File: src/rtl/tmr_chan_pkg.sv
// Package: shared types and field positions for the timer channel.
// Assumes an 8-bit control register; field order is fixed because software
// decodes it.
package tmr_chan_pkg;

    localparam int FLAG_POS = 7;

    typedef enum logic [1:0] {
        EDGE_OFF  = 2'b00,
        EDGE_RISE = 2'b01,
        EDGE_FALL = 2'b10,
        EDGE_BOTH = 2'b11
    } edge_sel_t;

    // Writable control fields, packed in bit order 6..0 of the register
    typedef struct packed {
        logic      ie;
        logic      mode_b;
        logic      mode_a;
        edge_sel_t esel;
        logic      ovf_tgl;
        logic      max_duty;
    } chan_ctrl_t;

    function automatic logic is_compare(input chan_ctrl_t c);
        return c.mode_b | c.mode_a;
    endfunction

endpackage

File: src/rtl/tmr_edge_sync.sv
// Module: synchronizes the capture pin and detects the selected edge.
// Assumes SYNC_STAGES >= 2; edge_hit is high for one cycle per pin change.
module tmr_edge_sync
    import tmr_chan_pkg::*;
#(
    parameter int SYNC_STAGES = 2
) (
    input  logic      clk,
    input  logic      rst_n,
    input  logic      pin,
    input  edge_sel_t sel,
    output logic      edge_hit
);
    logic [SYNC_STAGES-1:0] chain;
    logic                   pin_s;
    logic                   pin_prev;

    assign pin_s = chain[SYNC_STAGES-1];

    // Shift the raw pin through the synchronizer chain
    always_ff @(posedge clk) begin
        if (!rst_n) chain <= '0;
        else        chain <= {chain[SYNC_STAGES-2:0], pin};
    end

    // Remember last synchronized level for edge detection
    always_ff @(posedge clk) begin
        if (!rst_n) pin_prev <= 1'b0;
        else        pin_prev <= pin_s;
    end

    // Decode which edge counts as active
    always_comb begin
        unique case (sel)
            EDGE_RISE: edge_hit = pin_s & ~pin_prev;
            EDGE_FALL: edge_hit = ~pin_s & pin_prev;
            EDGE_BOTH: edge_hit = pin_s ^ pin_prev;
            default:   edge_hit = 1'b0;
        endcase
    end
endmodule

File: src/rtl/tmr_flag_ctl.sv
// Module: event flag with read-then-write-0 clear handshake.
// Assumes rd_ctrl/wr_ctrl are single-cycle strobes for the control address;
// a new event always wins over a pending clear.
module tmr_flag_ctl (
    input  logic clk,
    input  logic rst_n,
    input  logic event_hit,
    input  logic rd_ctrl,
    input  logic wr_ctrl,
    input  logic wr_flag_val,
    output logic flag
);
    logic armed;

    // Update flag and arm state; event first, then clear, then arming read
    always_ff @(posedge clk) begin
        if (!rst_n) begin
            flag  <= 1'b0;
            armed <= 1'b0;
        end else if (event_hit) begin
            flag  <= 1'b1;
            armed <= 1'b0;
        end else if (wr_ctrl && !wr_flag_val && armed) begin
            flag  <= 1'b0;
            armed <= 1'b0;
        end else if (rd_ctrl && flag) begin
            armed <= 1'b1;
        end
    end


    flag_set_chk: assert property (@(posedge clk) disable iff (!rst_n)
        event_hit |=> flag);

    one_write_chk: assert property (@(posedge clk) disable iff (!rst_n)
        (flag && wr_ctrl && wr_flag_val) |=> flag);

    unarmed_chk: assert property (@(posedge clk) disable iff (!rst_n)
        (flag && !armed) |=> flag);

    clear_chk: assert property (@(posedge clk) disable iff (!rst_n)
        (armed && wr_ctrl && !wr_flag_val && !event_hit) |=> !flag);
endmodule

File: src/rtl/tmr_out_ctl.sv
// Module: compare output pin action (toggle, clear, set) on a match.
// Assumes cmp_hit is already qualified by compare mode.
module tmr_out_ctl
    import tmr_chan_pkg::*;
(
    input  logic      clk,
    input  logic      rst_n,
    input  logic      cmp_hit,
    input  edge_sel_t act,
    output logic      pin_out
);
    // Apply the selected action to the pin on each match
    always_ff @(posedge clk) begin
        if (!rst_n) pin_out <= 1'b0;
        else if (cmp_hit) begin
            unique case (act)
                EDGE_RISE: pin_out <= ~pin_out;
                EDGE_FALL: pin_out <= 1'b0;
                EDGE_BOTH: pin_out <= 1'b1;
                default:   pin_out <= pin_out;
            endcase
        end
    end


    pin_set_chk: assert property (@(posedge clk) disable iff (!rst_n)
        (cmp_hit && act == EDGE_BOTH) |=> pin_out);

    pin_clr_chk: assert property (@(posedge clk) disable iff (!rst_n)
        (cmp_hit && act == EDGE_FALL) |=> !pin_out);

    pin_tgl_chk: assert property (@(posedge clk) disable iff (!rst_n)
        (cmp_hit && act == EDGE_RISE) |=> (pin_out != $past(pin_out)));
endmodule

File: src/rtl/tmr_chan_reg.sv
// Module: top of one timer capture/compare channel with its register bus.
// Assumes CNT_W is a multiple of 8; address 0 is control, addresses 1..N
// are value bytes from least significant upward; reads are combinational.
module tmr_chan_reg
    import tmr_chan_pkg::*;
#(
    parameter int CNT_W       = 16,
    parameter bit EVEN_CHAN   = 1'b1,
    parameter int SYNC_STAGES = 2,
    localparam int NBYTES     = CNT_W / 8,
    localparam int ADDR_W     = $clog2(NBYTES + 1)
) (
    input  logic              clk,
    input  logic              rst_n,
    input  logic [CNT_W-1:0]  cnt_val,
    input  logic              bus_rd,
    input  logic              bus_wr,
    input  logic [ADDR_W-1:0] bus_addr,
    input  logic [7:0]        bus_wdata,
    output logic [7:0]        bus_rdata,
    input  logic              pin_in,
    output logic              pin_out,
    output logic              irq
);
    chan_ctrl_t       ctrl;
    chan_ctrl_t       ctrl_wr;
    logic [CNT_W-1:0] value;
    logic             flag;
    logic             edge_hit;
    logic             cap_hit;
    logic             cmp_hit;
    logic             rd_ctrl;
    logic             wr_ctrl;
    logic             cmp_mode;

    assign rd_ctrl  = bus_rd && (bus_addr == '0);
    assign wr_ctrl  = bus_wr && (bus_addr == '0);
    assign cmp_mode = is_compare(ctrl);
    assign cap_hit  = edge_hit && !cmp_mode;
    assign cmp_hit  = cmp_mode && (cnt_val == value);

    // Mask the reserved mode bit on odd channels
    always_comb begin
        ctrl_wr = chan_ctrl_t'(bus_wdata[6:0]);
        if (!EVEN_CHAN) ctrl_wr.mode_b = 1'b0;
    end

    // Hold the control fields written by software
    always_ff @(posedge clk) begin
        if (!rst_n)       ctrl <= '0;
        else if (wr_ctrl) ctrl <= ctrl_wr;
    end

    // Value register: capture load wins over software byte writes
    always_ff @(posedge clk) begin
        if (!rst_n)       value <= '0;
        else if (cap_hit) value <= cnt_val;
        else if (bus_wr) begin
            for (int b = 0; b < NBYTES; b++) begin
                if (bus_addr == ADDR_W'(b + 1)) value[8*b +: 8] <= bus_wdata;
            end
        end
    end

    // Read mux over control and value bytes
    always_comb begin
        bus_rdata = '0;
        if (bus_addr == '0) bus_rdata = {flag, ctrl};
        for (int b = 0; b < NBYTES; b++) begin
            if (bus_addr == ADDR_W'(b + 1)) bus_rdata = value[8*b +: 8];
        end
    end

    assign irq = flag & ctrl.ie;

    tmr_edge_sync #(.SYNC_STAGES(SYNC_STAGES)) u_sync (
        .clk      (clk),
        .rst_n    (rst_n),
        .pin      (pin_in),
        .sel      (ctrl.esel),
        .edge_hit (edge_hit)
    );

    tmr_flag_ctl u_flag (
        .clk         (clk),
        .rst_n       (rst_n),
        .event_hit   (cap_hit | cmp_hit),
        .rd_ctrl     (rd_ctrl),
        .wr_ctrl     (wr_ctrl),
        .wr_flag_val (bus_wdata[FLAG_POS]),
        .flag        (flag)
    );

    tmr_out_ctl u_out (
        .clk     (clk),
        .rst_n   (rst_n),
        .cmp_hit (cmp_hit),
        .act     (ctrl.esel),
        .pin_out (pin_out)
    );


    cap_load_chk: assert property (@(posedge clk) disable iff (!rst_n)
        cap_hit |=> (value == $past(cnt_val)));

    rsvd_bit_chk: assert property (@(posedge clk) disable iff (!rst_n)
        !EVEN_CHAN |-> !ctrl.mode_b);
endmodule

File: config.mk
export PLATFORM = sky130hd
export DESIGN_NAME = tmr_chan_reg
export DESIGN_NICKNAME = d
export VERILOG_FILES = /design/src/rtl/tmr_chan_pkg.sv /design/src/rtl/tmr_edge_sync.sv /design/src/rtl/tmr_flag_ctl.sv /design/src/rtl/tmr_out_ctl.sv /design/src/rtl/tmr_chan_reg.sv
export SDC_FILE = /design/constraint.sdc
export NUM_CORES = 1
export LEC_CHECK = 0
export ABC_CLOCK_PERIOD_IN_PS = 1900
export CORE_MARGIN = 3
export CORE_UTILIZATION = 35
export CTS_BUF_LIST = sky130_fd_sc_hd__clkbuf_16
export DETAILED_ROUTE_END_ITERATION = 6
export PLACE_DENSITY_LB_ADDON = 0.25
export SLEW_MARGIN = 20
export SYNTH_ARGS = -nofsm -noshare
export SYNTH_HDL_FRONTEND = slang
export SYNTH_HIERARCHICAL = 1
export SYNTH_SLANG_ARGS = --single-unit
File: constraint.sdc
create_clock -name clk -period 1.9 [get_ports clk]
set_input_delay 0.57 -clock clk [delete_from_list [all_inputs] [get_ports clk]]
set_output_delay 0.57 -clock clk [all_outputs]
set_load 0.01 [all_outputs]
; Yosys cells after proc, flatten, opt, wreduce, memory -nomap -nowiden
; Cells that the tools add are included.
[word_totals]
reg_bits = 29
input_bits = 31
out_inout_bits = 10
word_cells = 59
[op_classes]
eq_ne = 6
n_mux = 11
bitwise_logic = 10
reduce_logical = 19
[ops]
columns = operator, count
row1 = two-way mux 8 bit, 5
row2 = two-way mux 16 bit, 2
row3 = == test 16 bit, 1
row4 = nonzero test 2 bit, 4
row5 = logical AND 1 bit, 7
row6 = "== test 2 bit, second input constant", 3
row7 = case mux 1 bit (3 select lines), 2
row8 = AND reduction 2 bit, 3
row9 = "== test 2 x 1 -> 1 bit, second input constant", 2
row10 = NOT 1 bit, 4
row11 = AND 1 bit, 3
row12 = nonzero test 3 bit, 1
row13 = OR reduction 3 bit, 1
row14 = zero test 1 bit, 2
row15 = zero test 2 bit, 1
row16 = two-way mux 1 bit, 2
row17 = OR 1 bit, 2
row18 = bitwise XOR 1 bit, 1

; Logic depth before layout (Yosys ltp)
[depth]
ltp_word = 6
depth_mapped = 10
mapped_depth_nobuf = 9

; Modules after synthesis
; The synthesis kept the hierarchy.
[by_module_without_submodules]
columns = mod, n_inst, cells_each, area_each_um2, seq_area_each_um2
row1 = tmr_chan_reg, 1, 161, 1418.9, 460.4
row2 = tmr_edge_sync, 1, 15, 137.6, 60.1
row3 = tmr_flag_ctl, 1, 10, 91.3, 40.0
row4 = tmr_out_ctl, 1, 6, 51.3, 20.0

; Worst setup path before layout
; Ideal clock, no wire load.
[synth_path]
path_kind = register to register
start = register u_sync.chain[1]
end = register u_flag.flag
setup_time_ns = 0.120
arrival_ns = 1.713
t_required_ns = 1.780
path_slack_ns = 0.066
path_stages_with_launch = 11
n_path_buf = 1
period_less_slack_ns = 1.834
path_cell_list = dfxtp_1 inv_1 ha_1 nor2b_1 o21ai_1 o21ai_1 nand2_1 clkbuf_1 o31ai_2 nor4b_2 nor2_1
[synth_between]
elab_chain_len = 6
elab_cells_between_ends = 9
cone_classes = mux (2) / bitwise (5) / reduce/logical (2)
[synth_rtl]
columns = item, line_no
row1 = from (decl), tmr_edge_sync.sv:14  ; logic [SYNC_STAGES-1:0] chain;
row2 = from (signal assigned), tmr_edge_sync.sv:23  ; else chain <= {chain[SYNC_STAGES-2:0], pin};
row3 = NOT 1 bit, tmr_edge_sync.sv:36  ; EDGE_FALL: edge_hit = ~pin_s & pin_prev;
row4 = AND 1 bit, tmr_edge_sync.sv:36
row5 = case mux 1 bit (3 select lines) *, tmr_edge_sync.sv:34  ; unique case (sel)
row6 = named net edge_hit, tmr_chan_reg.sv:29  ; logic edge_hit;
row7 = logical AND 1 bit *, tmr_chan_reg.sv:39  ; assign cap_hit = edge_hit && !cmp_mode;
row8 = OR 1 bit *, tmr_chan_reg.sv:87  ; .event_hit (cap_hit | cmp_hit),
row9 = two-way mux 1 bit / nonzero test 2 bit (equally long branches), -
row10 = to (signal assigned), tmr_flag_ctl.sv:18  ; flag <= 1'b0;
row11 = to (signal assigned), tmr_flag_ctl.sv:21  ; flag <= 1'b1;
row12 = to (signal assigned), tmr_flag_ctl.sv:24  ; flag <= 1'b0;
row13 = to (decl), tmr_flag_ctl.sv:11  ; output logic flag
; The timed path passes the listed nets; every way through them passes the cells marked *.
; A chain may end at the register's enable or synchronous reset.

; Final worst setup path
[layout_path]
start = input bus_addr[0]
end = output bus_rdata[7]
[layout_between]
elab_chain_len = 4
elab_cells_between_ends = 6
cone_classes = eq/ne (2) / mux (3) / reduce/logical (1)
[layout_rtl]
columns = item, line_no
row1 = from (decl), tmr_chan_reg.sv:18  ; input logic [ADDR_W-1:0] bus_addr,
row2 = zero test 2 bit, tmr_chan_reg.sv:68  ; if (bus_addr == '0) bus_rdata = {flag, ctrl};
row3 = two-way mux 8 bit, tmr_chan_reg.sv:68
row4 = two-way mux 8 bit, tmr_chan_reg.sv:70  ; if (bus_addr == ADDR_W'(b + 1)) bus_rdata = value[8*b +: 8];
row5 = two-way mux 8 bit *, tmr_chan_reg.sv:70
row6 = to (decl), tmr_chan_reg.sv:20  ; output logic [7:0] bus_rdata,
; Mark *: on every way between the ends. The rest lies on a longest branch, timed or not.

==> results by group <==
Power
  – Switching Share: 22.37%
  – Gate power share: 16.0%
  – Max VDD drop: roughly 630 uV
  – Clock power share: between 40% and 50%
  – Leakage: approximately 1.3 nW
  – Pwr/cell area: between 700 and 800 nW/um^2
  – Sequential power share: about 36%
  – Internal power: about 1.4 mW
  – P_sw: ~0.40 mW

Setup path
  – R2r endpoint: u_flag/armed
  – Data arrival time of the worst path: approximately 1300 ps
  – R2R cell count: 6
  – Setup crit start kind: input pin
  – Crit path max fanout: 7
  – Peak per-stage delay on the critical path: around 150 ps
  – Worst r2r src: value[0]
  – WS Path Type: input pin to primary output
  – CP max stage cell: buf_2
  – CP Data Required Time: ~1300 ps
  – Worst-path cell chain: buf_12 -> nor2b_4 -> buf_6 -> buf_4 -> nand2_1 -> o21ai_1 -> buf_2
  – Critical Path End Type: primary output
  – Reg2reg setup slack: roughly 100 ps

Timing
  – Layout Skew: around 6 ps
  – Max-slew violations: 0
  – Tmin final: ~1900 ps
  – Least-Margin Pin Slew: around 480 ps
  – Slew margin rel.: approximately 68%
  – Final setup vio count: 0
  – Tcrit/Tclk final: 99.45%
  – Hold Slack: between 400 and 500 ps
  – Final hold vios: 0
  – Max Freq: between 500 and 600 MHz
  – Setup tns final: 0 ps
  – RSZ-0062 raised after global routing: true

Flow run
  – Number of max-cap violations: 0

Finish
  – FILL cells: about 400
  – Diodes inserted: 0
  – Design Area, Final: 2571 sq um
  – Fin nets: approximately 280
  – P&R area growth vs syn: 51.33%
  – Final core utilization: between 50% and 60%
  – Layout cell share with drive strength beyond 1: a little under a quarter

Floorplan
  – Die Y: approximately 76 microns
  – Initial Util: roughly 38%
  – Top-level port count: 41
  – CORE AREA: around 4500 sq um
  – Die area: 5727 sq um
  – Die Wd: 75.68 microns
  – Row cnt: 24

Logic synthesis
  – EDFF count, synth: 0
  – Post-synthesis sequential area ratio: about a third
  – Dominant cell type by area after synthesis: dfxtp_1
  – #FFs+latches synth: 29
  – Ys async rst share: 0%
  – Main synth FF type: dfxtp_1
  – Syn. warnings: 6
  – Top cell type's share of synthesized area: between 30% and 40%
  – Mapped Area: around 1700 sq um
  – Unique masters post-synth: 32
  – Post-synth top cells: 29 x dfxtp_1, 29 x nand2_1, 24 x mux2i_1, 16 x nand3_1, 16 x o211a_1
  – Syn avg cell area: 8.850 sq um
  – Syn Nets: 225
  – Syn Inst Count: between 150 and 200
  – Largest cells by area after synthesis: dfxtp_1 34%, mux2i_1 14%, o211a_1 9.4%

Run status
  – Outcome: completed

Route
  – 1st-pass router iterations: 4
  – Initial DRC Count: about 110
  – Final ANT Viol Nets: 0
  – Via count: around 1.6k
  – DR DRC count: 0
  – Wire length per cell: around 15 microns
  – Via density: between 5 and 6
  – Routed wire length: approximately 4600 microns

GRT
  – Initial antenna violation count: 0
  – Largest net degree at the start of global routing: 31
  – Gr usage total: between 10% and 20%
  – Global route overflow: 0
  – Number of global-route vias before repair: 1,505
  – First-pass GRT wire length: about 7300 microns

Clock network
  – Num Clock Sinks: 29
  – Clk_lat worst skew: between 200 and 300 ps
  – Num CTS Buffers: 5
  – Clock tree from TritonCTS: built
  – CTS clock-pin slew for the worst setup and hold paths: approximately 50 ps
  – CTS Buffer Depth: 2
  – Root buffer cell: clkbuf_16
  – H-tree Lvls: 2
  – CTS Hold Bufs: 0

Hold path
  – Hold path depth: 1
  – HP Start: u_sync/chain[0]
  – Hold WC Path Type: register to register
  – Worst hold endpoint: u_sync/chain[1]

Placed design
  – Final HPWL DP: between 3000 and 4000 microns
  – Placed cell areas: 2285 sq um
  – PortBufs: 40
  – GP Congestion: 0.8241
==> worst max-delay path by stage <==
stage                    start            to  cells after the start
2_1_floorplan  u_sync/chain[1]   u_flag/flag                     10
3_3_place_gp       bus_addr[1]  bus_rdata[5]                      6
3_5_place_dp       bus_addr[0]  bus_rdata[7]                      6
4_1_cts            bus_addr[0]  bus_rdata[3]                      7
5_1_grt            bus_addr[0]  bus_rdata[0]                      7
6_report           bus_addr[0]  bus_rdata[7]                      7
==> routing by layer <==
metal	track usage [%]	vias to the layer above	share of wire, %	routed length, microns
li1	-	792	-	-
met1	23.24	710	47	2163
met5	0	-	0	0
met3	4.749	9	5.7	261
met4	7.961	0	2.1	98
met2	26.08	43	45	2062
==> timing repair <==
action / in CTS / in global routing
buffers inserted: 5 / 1
pin swaps: 8 / 8
resized for setup: 67 / 30
gates cloned: 1 / 0
endpoints found under the setup margin: 11 / 19
==> critical path: cells and delay by family <==
kind / cells / cell delay [ps]
AO/OA/AOI/OAI: 1 / 90
buffers and inverters: 4 / 500
AND/OR/NAND/NOR: 2 / 140
==> power groups by stage <==
| stage | sequential, mW | combinational [mW] | clock [mW] |
|---|---|---|---|
| 5_1_grt | 0.654 | 0.314 | 0.907 |
| 3_3_place_gp | 0.662 | 0.268 | 0 |
| 3_5_place_dp | 0.662 | 0.269 | 0 |
| 2_1_floorplan | 0.659 | 0.124 | 0 |
| 6_report | 0.652 | 0.289 | 0.867 |
| 4_1_cts | 0.651 | 0.285 | 0.886 |
==> registers in the layout, indices dropped and copies added, names as in the netlist <==
register,flops
value,16
ctrl,7
u_sync/chain,2
u_flag/armed,1
u_flag/flag,1
u_out/pin_out,1
u_sync/pin_prev,1
==> area by class of cell <==
class / count / area [sq um] / area share (%)
inverters: 3 / 11.26 / 0.4380
repair buffers: 63 / 641.9 / 24.96
multi-input cells: 148 / 1109 / 43.11
well taps: 52 / 65.06 / 2.530
clock buffers: 5 / 125.1 / 4.866
clock inverters: 3 / 37.54 / 1.460
flip-flops and latches: 29 / 581.8 / 22.63
==> kinds of logic (layout without fill, tap and decap cells) <==
| kind of cell | Yosys count | after routing | synth area share [%] |
|---|---|---|---|
| AND/OR/NAND/NOR | 73 | 73 | 22.53 |
| AO/OA/AOI/OAI | 33 | 33 | 15.10 |
| flip-flops | 29 | 29 | 34.17 |
| multiplexers | 24 | 24 | 14.14 |
| XOR/XNOR | 16 | 16 | 8.247 |
| buffers and inverters | 15 | 74 | 4.344 |
| adder cells (fa/ha/maj) | 2 | 2 | 1.473 |
==> metrics by stage <==
stage          power [mW]  setup slack (ps)  cells
5_1_grt             1.874            -36.27    303
4_1_cts             1.822             1.124    302
3_5_place_dp       0.9314            -816.5    288
2_1_floorplan      0.7829             66.31    192
3_3_place_gp       0.9304            -809.0    288
6_report            1.807             10.54    303
==> layout by cell type (no fill, tap or decap), types with 2 or more instances in the layout <==
master | synthesis | routed
and2_1 | 4 | 4
buf_12 | 0 | 6
buf_2 | 1 | 7
buf_4 | 4 | 14
buf_6 | 0 | 4
clkbuf_16 | 0 | 5
clkbuf_2 | 1 | 3
clkdlybuf4s50_1 | 0 | 15
dfxtp_1 | 29 | 28
dlygate4sd2_1 | 0 | 5
dlymetal6s2s_1 | 0 | 6
ha_1 | 2 | 2
inv_1 | 3 | 4
mux2i_1 | 24 | 24
nand2_1 | 29 | 24
nand2_2 | 0 | 5
nand3_1 | 16 | 16
nand3b_1 | 2 | 2
nor2_1 | 2 | 2
nor2b_1 | 10 | 9
nor3b_1 | 2 | 2
nor4_1 | 2 | 2
o211a_1 | 16 | 16
o21ai_0 | 11 | 4
o21ai_1 | 2 | 6
o21ai_2 | 0 | 3
xnor2_1 | 4 | 4
xor2_1 | 12 | 11
Power figures use the tool's default switching activity.
